===== src/rtl/fsi_pkg.sv =====
package fsi_pkg;
    localparam int ADDR_W = 4;
    localparam int REG_W  = 16;
    localparam int NSRC   = 5;

    typedef enum logic [ADDR_W-1:0] {
        A_TXTHR   = 4'h0,
        A_RXTHR   = 4'h1,
        A_TXLVL   = 4'h2,
        A_RXLVL   = 4'h3,
        A_STAT    = 4'h4,
        A_IMASK   = 4'h5,
        A_IMSKD   = 4'h6,
        A_IRAW    = 4'h7,
        A_ICLR    = 4'h8,
        A_DMAEN   = 4'h9,
        A_TXDMA   = 4'hA,
        A_RXDMA   = 4'hB,
        A_TXDATA  = 4'hC,
        A_RXDATA  = 4'hD
    } reg_addr_e;

    // interrupt source positions
    localparam int S_TXE = 0;
    localparam int S_TXO = 1;
    localparam int S_RXU = 2;
    localparam int S_RXO = 3;
    localparam int S_RXF = 4;
endpackage


===== src/rtl/fsi_level_ctr.sv =====
module fsi_level_ctr #(
    parameter int DEPTH = 32,
    parameter int LVL_W = $clog2(DEPTH + 1)
) (
    input  logic             clk,
    input  logic             rst_n,
    input  logic             inc_req,
    input  logic             dec_req,
    output logic             inc_ok,
    output logic             dec_ok,
    output logic             full,
    output logic             empty,
    output logic [LVL_W-1:0] level
);
    localparam logic [LVL_W-1:0] TOP = LVL_W'(DEPTH);

    assign full   = (level == TOP);
    assign empty  = (level == '0);
    assign inc_ok = inc_req && !full;
    assign dec_ok = dec_req && !empty;

    always_ff @(posedge clk or negedge rst_n) begin
        if (!rst_n) begin
            level <= '0;
        end else begin
            unique case ({inc_ok, dec_ok})
                2'b10:   level <= level + 1'b1;
                2'b01:   level <= level - 1'b1;
                default: level <= level;
            endcase
        end
    end

    AST_LVL_BOUND: assert property (@(posedge clk) disable iff (!rst_n)
        level <= TOP) else $error("level above depth");
    AST_FULL_HOLD: assert property (@(posedge clk) disable iff (!rst_n)
        (full && inc_req && !dec_req) |=> full) else $error("full lost");
    AST_EMPTY_HOLD: assert property (@(posedge clk) disable iff (!rst_n)
        (empty && dec_req && !inc_req) |=> empty) else $error("empty lost");
endmodule


===== src/rtl/fsi_irq.sv =====
module fsi_irq import fsi_pkg::*; (
    input  logic            clk,
    input  logic            rst_n,
    input  logic            set_txo,
    input  logic            set_rxu,
    input  logic            set_rxo,
    input  logic            clr_wr,
    input  logic [3:0]      clr_bits,
    input  logic            lvl_txe,
    input  logic            lvl_rxf,
    input  logic [NSRC-1:0] mask,
    output logic [NSRC-1:0] raw,
    output logic [NSRC-1:0] masked,
    output logic            irq
);
    // sticky index: 0 rx underflow, 1 rx overflow, 2 tx overflow;
    // the per-source clear bit for sticky k is clr_bits[k+1]
    logic [2:0] stk;
    logic [2:0] set_v;
    assign set_v = {set_txo, set_rxo, set_rxu};

    for (genvar k = 0; k < 3; k++) begin : g_stk
        logic clr_k;
        assign clr_k = clr_wr && (clr_bits[0] || clr_bits[k+1]);

        always_ff @(posedge clk or negedge rst_n) begin
            if (!rst_n)          stk[k] <= 1'b0;
            else if (set_v[k])   stk[k] <= 1'b1;
            else if (clr_k)      stk[k] <= 1'b0;
        end

        AST_STICKY_KEEP: assert property (@(posedge clk) disable iff (!rst_n)
            (stk[k] && !clr_k) |=> stk[k]) else $error("sticky dropped");
        AST_CLR_WORKS: assert property (@(posedge clk) disable iff (!rst_n)
            (clr_k && !set_v[k]) |=> !stk[k]) else $error("clear ignored");
        AST_SET_WINS: assert property (@(posedge clk) disable iff (!rst_n)
            set_v[k] |=> stk[k]) else $error("set lost");
    end

    assign raw    = {lvl_rxf, stk[1], stk[0], stk[2], lvl_txe};
    assign masked = raw & mask;
    assign irq    = |masked;

    AST_IRQ_QUIET: assert property (@(posedge clk) disable iff (!rst_n)
        (mask == '0) |-> !irq) else $error("irq with zero mask");
endmodule


===== src/rtl/fifo_stat_irq.sv =====
module fifo_stat_irq import fsi_pkg::*; #(
    parameter int DEPTH = 32
) (
    input  logic              clk,
    input  logic              rst_n,
    input  logic              bus_wr,
    input  logic              bus_rd,
    input  logic [ADDR_W-1:0] bus_addr,
    input  logic [REG_W-1:0]  bus_wdata,
    output logic [REG_W-1:0]  bus_rdata,
    input  logic              eng_busy,
    input  logic              eng_tx_pop,
    input  logic              eng_rx_push,
    output logic              tx_push_ok,
    output logic              tx_pop_ok,
    output logic              rx_push_ok,
    output logic              rx_pop_ok,
    output logic              irq,
    output logic              tx_dma_req,
    output logic              rx_dma_req
);
    localparam int LVL_W = $clog2(DEPTH + 1);
    localparam int THR_W = $clog2(DEPTH);
    localparam int TX = 0;
    localparam int RX = 1;

    reg_addr_e addr_e;
    assign addr_e = reg_addr_e'(bus_addr);

    logic tx_wr_req, rx_rd_req, clr_wr;
    assign tx_wr_req = bus_wr && (addr_e == A_TXDATA);
    assign rx_rd_req = bus_rd && (addr_e == A_RXDATA);
    assign clr_wr    = bus_wr && (addr_e == A_ICLR);

    // ---- level counters, index 0 = transmit, 1 = receive ----
    logic [1:0]       inc_req, dec_req, inc_ok, dec_ok, full, empty;
    logic [LVL_W-1:0] lvl [2];

    assign inc_req = {eng_rx_push, tx_wr_req};
    assign dec_req = {rx_rd_req, eng_tx_pop};

    for (genvar g = 0; g < 2; g++) begin : g_lvl
        fsi_level_ctr #(.DEPTH(DEPTH), .LVL_W(LVL_W)) u_ctr (
            .clk     (clk),
            .rst_n   (rst_n),
            .inc_req (inc_req[g]),
            .dec_req (dec_req[g]),
            .inc_ok  (inc_ok[g]),
            .dec_ok  (dec_ok[g]),
            .full    (full[g]),
            .empty   (empty[g]),
            .level   (lvl[g])
        );
    end

    assign tx_push_ok = inc_ok[TX];
    assign tx_pop_ok  = dec_ok[TX];
    assign rx_push_ok = inc_ok[RX];
    assign rx_pop_ok  = dec_ok[RX];

    // ---- programmable registers ----
    logic [THR_W-1:0] tx_thr, rx_thr, tx_dlvl, rx_dlvl;
    logic [NSRC-1:0]  mask;
    logic [1:0]       dma_en;

    always_ff @(posedge clk or negedge rst_n) begin
        if (!rst_n) begin
            tx_thr  <= '0;
            rx_thr  <= '0;
            tx_dlvl <= '0;
            rx_dlvl <= '0;
            mask    <= '0;
            dma_en  <= '0;
        end else if (bus_wr) begin
            case (addr_e)
                A_TXTHR: tx_thr  <= bus_wdata[THR_W-1:0];
                A_RXTHR: rx_thr  <= bus_wdata[THR_W-1:0];
                A_TXDMA: tx_dlvl <= bus_wdata[THR_W-1:0];
                A_RXDMA: rx_dlvl <= bus_wdata[THR_W-1:0];
                A_IMASK: mask    <= bus_wdata[NSRC-1:0];
                A_DMAEN: dma_en  <= bus_wdata[1:0];
                default: ;
            endcase
        end
    end

    // ---- interrupt unit ----
    logic [NSRC-1:0] raw, masked;
    logic            lvl_txe, lvl_rxf;

    assign lvl_txe = lvl[TX] <= LVL_W'(tx_thr);
    assign lvl_rxf = lvl[RX] >  LVL_W'(rx_thr);

    fsi_irq u_irq (
        .clk      (clk),
        .rst_n    (rst_n),
        .set_txo  (tx_wr_req && full[TX]),
        .set_rxu  (rx_rd_req && empty[RX]),
        .set_rxo  (eng_rx_push && full[RX]),
        .clr_wr   (clr_wr),
        .clr_bits (bus_wdata[3:0]),
        .lvl_txe  (lvl_txe),
        .lvl_rxf  (lvl_rxf),
        .mask     (mask),
        .raw      (raw),
        .masked   (masked),
        .irq      (irq)
    );

    assign tx_dma_req = dma_en[1] && (lvl[TX] <= LVL_W'(tx_dlvl));
    assign rx_dma_req = dma_en[0] && (lvl[RX] >  LVL_W'(rx_dlvl));

    // ---- read mux ----
    always_comb begin
        bus_rdata = '0;
        case (addr_e)
            A_TXTHR: bus_rdata = REG_W'(tx_thr);
            A_RXTHR: bus_rdata = REG_W'(rx_thr);
            A_TXLVL: bus_rdata = REG_W'(lvl[TX]);
            A_RXLVL: bus_rdata = REG_W'(lvl[RX]);
            A_STAT:  bus_rdata = REG_W'({full[RX], empty[RX], empty[TX], full[TX], eng_busy});
            A_IMASK: bus_rdata = REG_W'(mask);
            A_IMSKD: bus_rdata = REG_W'(masked);
            A_IRAW:  bus_rdata = REG_W'(raw);
            A_DMAEN: bus_rdata = REG_W'(dma_en);
            A_TXDMA: bus_rdata = REG_W'(tx_dlvl);
            A_RXDMA: bus_rdata = REG_W'(rx_dlvl);
            default: bus_rdata = '0;
        endcase
    end

    AST_TXO_SET: assert property (@(posedge clk) disable iff (!rst_n)
        (tx_wr_req && !tx_push_ok) |=> raw[S_TXO]) else $error("tx overflow missed");
    AST_RXO_SET: assert property (@(posedge clk) disable iff (!rst_n)
        (eng_rx_push && !rx_push_ok) |=> raw[S_RXO]) else $error("rx overflow missed");
    AST_RXU_SET: assert property (@(posedge clk) disable iff (!rst_n)
        (rx_rd_req && !rx_pop_ok) |=> raw[S_RXU]) else $error("rx underflow missed");
endmodule


===== config.mk =====
export PLATFORM = sky130hd
export DESIGN_NAME = fifo_stat_irq
export DESIGN_NICKNAME = d
export VERILOG_FILES = /design/src/rtl/fsi_pkg.sv /design/src/rtl/fsi_level_ctr.sv /design/src/rtl/fsi_irq.sv /design/src/rtl/fifo_stat_irq.sv
export SDC_FILE = /design/constraint.sdc
export NUM_CORES = 1
export LEC_CHECK = 0
export CORE_ASPECT_RATIO = 1.75
export CORE_MARGIN = 3
export CORE_UTILIZATION = 59
export DETAILED_ROUTE_END_ITERATION = 7
export PLACE_DENSITY = 0.86
export SYNTH_ARGS = -nofsm -noshare
export SYNTH_HDL_FRONTEND = slang
export SYNTH_SLANG_ARGS = --single-unit
export TNS_END_PERCENT = 1

===== constraint.sdc =====
create_clock -name clk -period 7.6 [get_ports clk]
set_input_delay 1.14 -clock clk [delete_from_list [all_inputs] [get_ports clk]]
set_output_delay 1.14 -clock clk [all_outputs]
set_load 0.05 [all_outputs]

==> results.ini <==
[worst_setup_path]
r2r_start = g_lvl[0].u_ctr.level[0]$_DFFE_PN0P_
arrival_ns = 3.98
crit_top_cell = clkdlybuf4s50_1
reg2reg_depth = 10
r2r_setup_slack_ns = 4.36
startpoint_type = primary input
slowest_delay_ns = 1.02
crit_chain = clkdlybuf4s50_1, mux4_1, and3b_1, a31oi_1, nand3_1, clkdlybuf4s50_1
crit_fanout = 19
worstPathRequired_ns = 6.46
reg2reg_to = g_lvl[0].u_ctr.level[5]$_DFFE_PN0P_
crit_cells = 6
crit_type = in2out
cp-end-kind = output port
crit_slowest_cell = clkdlybuf4s50_1
crit_family = buffers and inverters
crit_buf_inv = 2

[status]
status = finished, final reports clean

[synthesis]
synth_area_um2 = 3250
netlist_top_cells_area = dfrtp_1, ha_1, mux2_2, nand2_1, o21ai_0
synth_edf_count = 0
synthArstFlopShare_pct = 100
synth_seq_cells = 42
synthDistinctLibCells = 61
synthesis.instances = 354
synth_top_cell_by_area = dfrtp_1
avgSynthCellArea_um2 = 9.18
synth_top_area_share_pct = 32.4
ys.flop_type = dfrtp_1
synth_seq_area_share_pct = 32.4
ys_warn_count = 0

[cts]
cts.repair.resized = 0
hold_buffers = 0
clk_latency_ns = 0.30
clkTransAtPathRegs_ns = 0.08
cts.sinks = 42
post_cts_buffers = 0
cts-root-buf = clkbuf_8
numCtsBuffers = 5
cts_buffer_depth = 2
cts_tree = built
htree_levels = 2

[global_routing]
grt-ovfl-total = 0
grt_max_degree = 43
grt_pass1_vias = 2790
grt_use_total_pct = 28.0
grt_antenna_before_repair = 0
grt_pass1_wl_um = 13700

[worst_hold_path]
holdPathEnd = rx_thr[4]$_DFFE_PN0P_
worstHoldStart = rx_thr[4]$_DFFE_PN0P_
min_path_type = reg2reg
min_path_cells = 1

[layout]
layout_common_cells = dfrtp_1, nand2_1, ha_1
multi_input_area_um2 = 1980
n_antenna_cell = 0
final_nets = 431
drive_above_1_share_pct = 11.0
regArea_um2 = 1050
fin_cells = 447
final_common_cell = dfrtp_1
n_fill_cell = 443
area_growth_pct = 10.6

[power_and_ir_drop]
p_leak_uw = 0.00167
ir_worst_vdd_uv = 189
powerDensity_nw_per_um2 = 315

[place]
dp.cells = 439
place.gp.congestion = 0.914
io_buffers = 28
post-place-ws_ns = 2.50
hpwl_um = 6340

[timing]
finClkSkew_ns = 0.00782
worst_slack_ns = 2.48
setup_viol = 0
holdWs_ns = 0.530
hold_viol = 0
tns_ns = 0
max_freq_mhz = 195
drv_slew = 0
max_slew.worst_pin.slew_ns = 0.950
period_minus_slack_ns = 5.12
rsz0062_at_grt = no
min_period_over_period_pct = 67.3
slew_headroom_pct = 36.7

[run]
maxCapViolations = 0

[floorplan]
die-area_um2 = 6470
fp.dieW_um = 62.1
initial_core_util_pct = 61.3
pin_count = 50
core_um2 = 5300
die_h_um = 104
num_rows = 35

[detailed_routing]
drcViolationCount = 0
vias_per_cell = 6.23
wl_per_cell_um = 18.8
dr_total_vias = 2786
ant_nets = 0
dr.pass1.iters = 5
drtIter0Drc = 173
routed_wl_um = 8380

-- flip-flops by register name, indices dropped and copies added, names as in the netlist --
signal / count
tx_dlvl: 5
rx_dlvl: 5
mask: 5
rx_thr: 5
dma_en: 2
g_lvl.u_ctr.level: 12
tx_thr: 5
u_irq.raw: 3
-- cell type report --
type / count / share of cell area, %
Sequential cell: 42 / 29.2
Inverter: 30 / 3.13
Timing Repair Buffer: 28 / 7.66
Clock buffer: 6 / 2.02
Multi-Input combinational cell: 265 / 55.0
Tap cell: 74 / 2.58
Clock inverter: 2 / 0.383
-- logic make-up after synthesis --
logic type	Yosys count	synth area share [%]
and+or+nand+nor	104	16.5
AOI/OAI and AO/OA	78	16.3
buffers and inverters	56	7.86
DFF	42	32.4
adders and majority gates	32	12.8
muxes	31	11.4
xor gates and xnor gates	10	2.70
other	1	0.115
-- worst max path at each step --
stage / to / from
floorplan: g_lvl[1].u_ctr.level[5]$_DFFE_PN0P_ / bus_addr[3]
global placement: bus_rdata[3] / bus_addr[0]
detailed placement: bus_rdata[0] / bus_addr[3]
CTS: bus_rdata[0] / bus_addr[3]
global route: bus_rdata[3] / bus_addr[0]
finish: bus_rdata[0] / bus_addr[3]
-- stage by stage --
stage	cell area, um^2	util [%]	power, uW
2_1_floorplan	3280	-	812
3_3_place_gp	3510	66.2	958
3_5_place_dp	3510	66.2	986
4_1_cts	3590	67.8	1130
5_1_grt	3590	67.8	1230
6_report	3590	67.8	1130
-- per-layer routing --
metal	up-vias	track usage [%]	share of wire [%]
met2	128	46.4	54
met1	1320	31.0	35
met3	39	5.47	5.6
met5	-	0	0
met4	0	16.5	5.1
li1	1299	-	-
-- synthesized netlist by cell type, types with 2 or more instances --
cell type	number
dfrtp_1	42
nand2_1	35
ha_1	30
inv_1	29
mux2_2	24
o21ai_0	24
nand3_1	18
nor2_1	14
a21oi_1	10
buf_4	10
clkbuf_1	9
nor2b_1	8
xor2_1	8
a21o_1	6
and3_1	6
a211o_1	5
o211ai_1	5
a22oi_1	4
a32oi_1	4
mux2i_1	4
nand4_1	4
buf_1	3
buf_2	3
o22ai_1	3
o41ai_1	3
fa_1	2
nand2b_1	2
nor3_1	2
nor3b_1	2
nor4_1	2
nor4b_1	2
xnor2_1	2
-- power by group --
part / internal [uW] / total, uW / switching [uW] / leakage [uW]
clock: 64.8 / 144 / 78.9 / 0.0000452
sequential: 293 / 402 / 109 / 0.000516
combinational: 258 / 587 / 329 / 0.00111
total: 616 / 1130 / 517 / 0.00167
No activity file was read; power rests on OpenSTA's default activity.
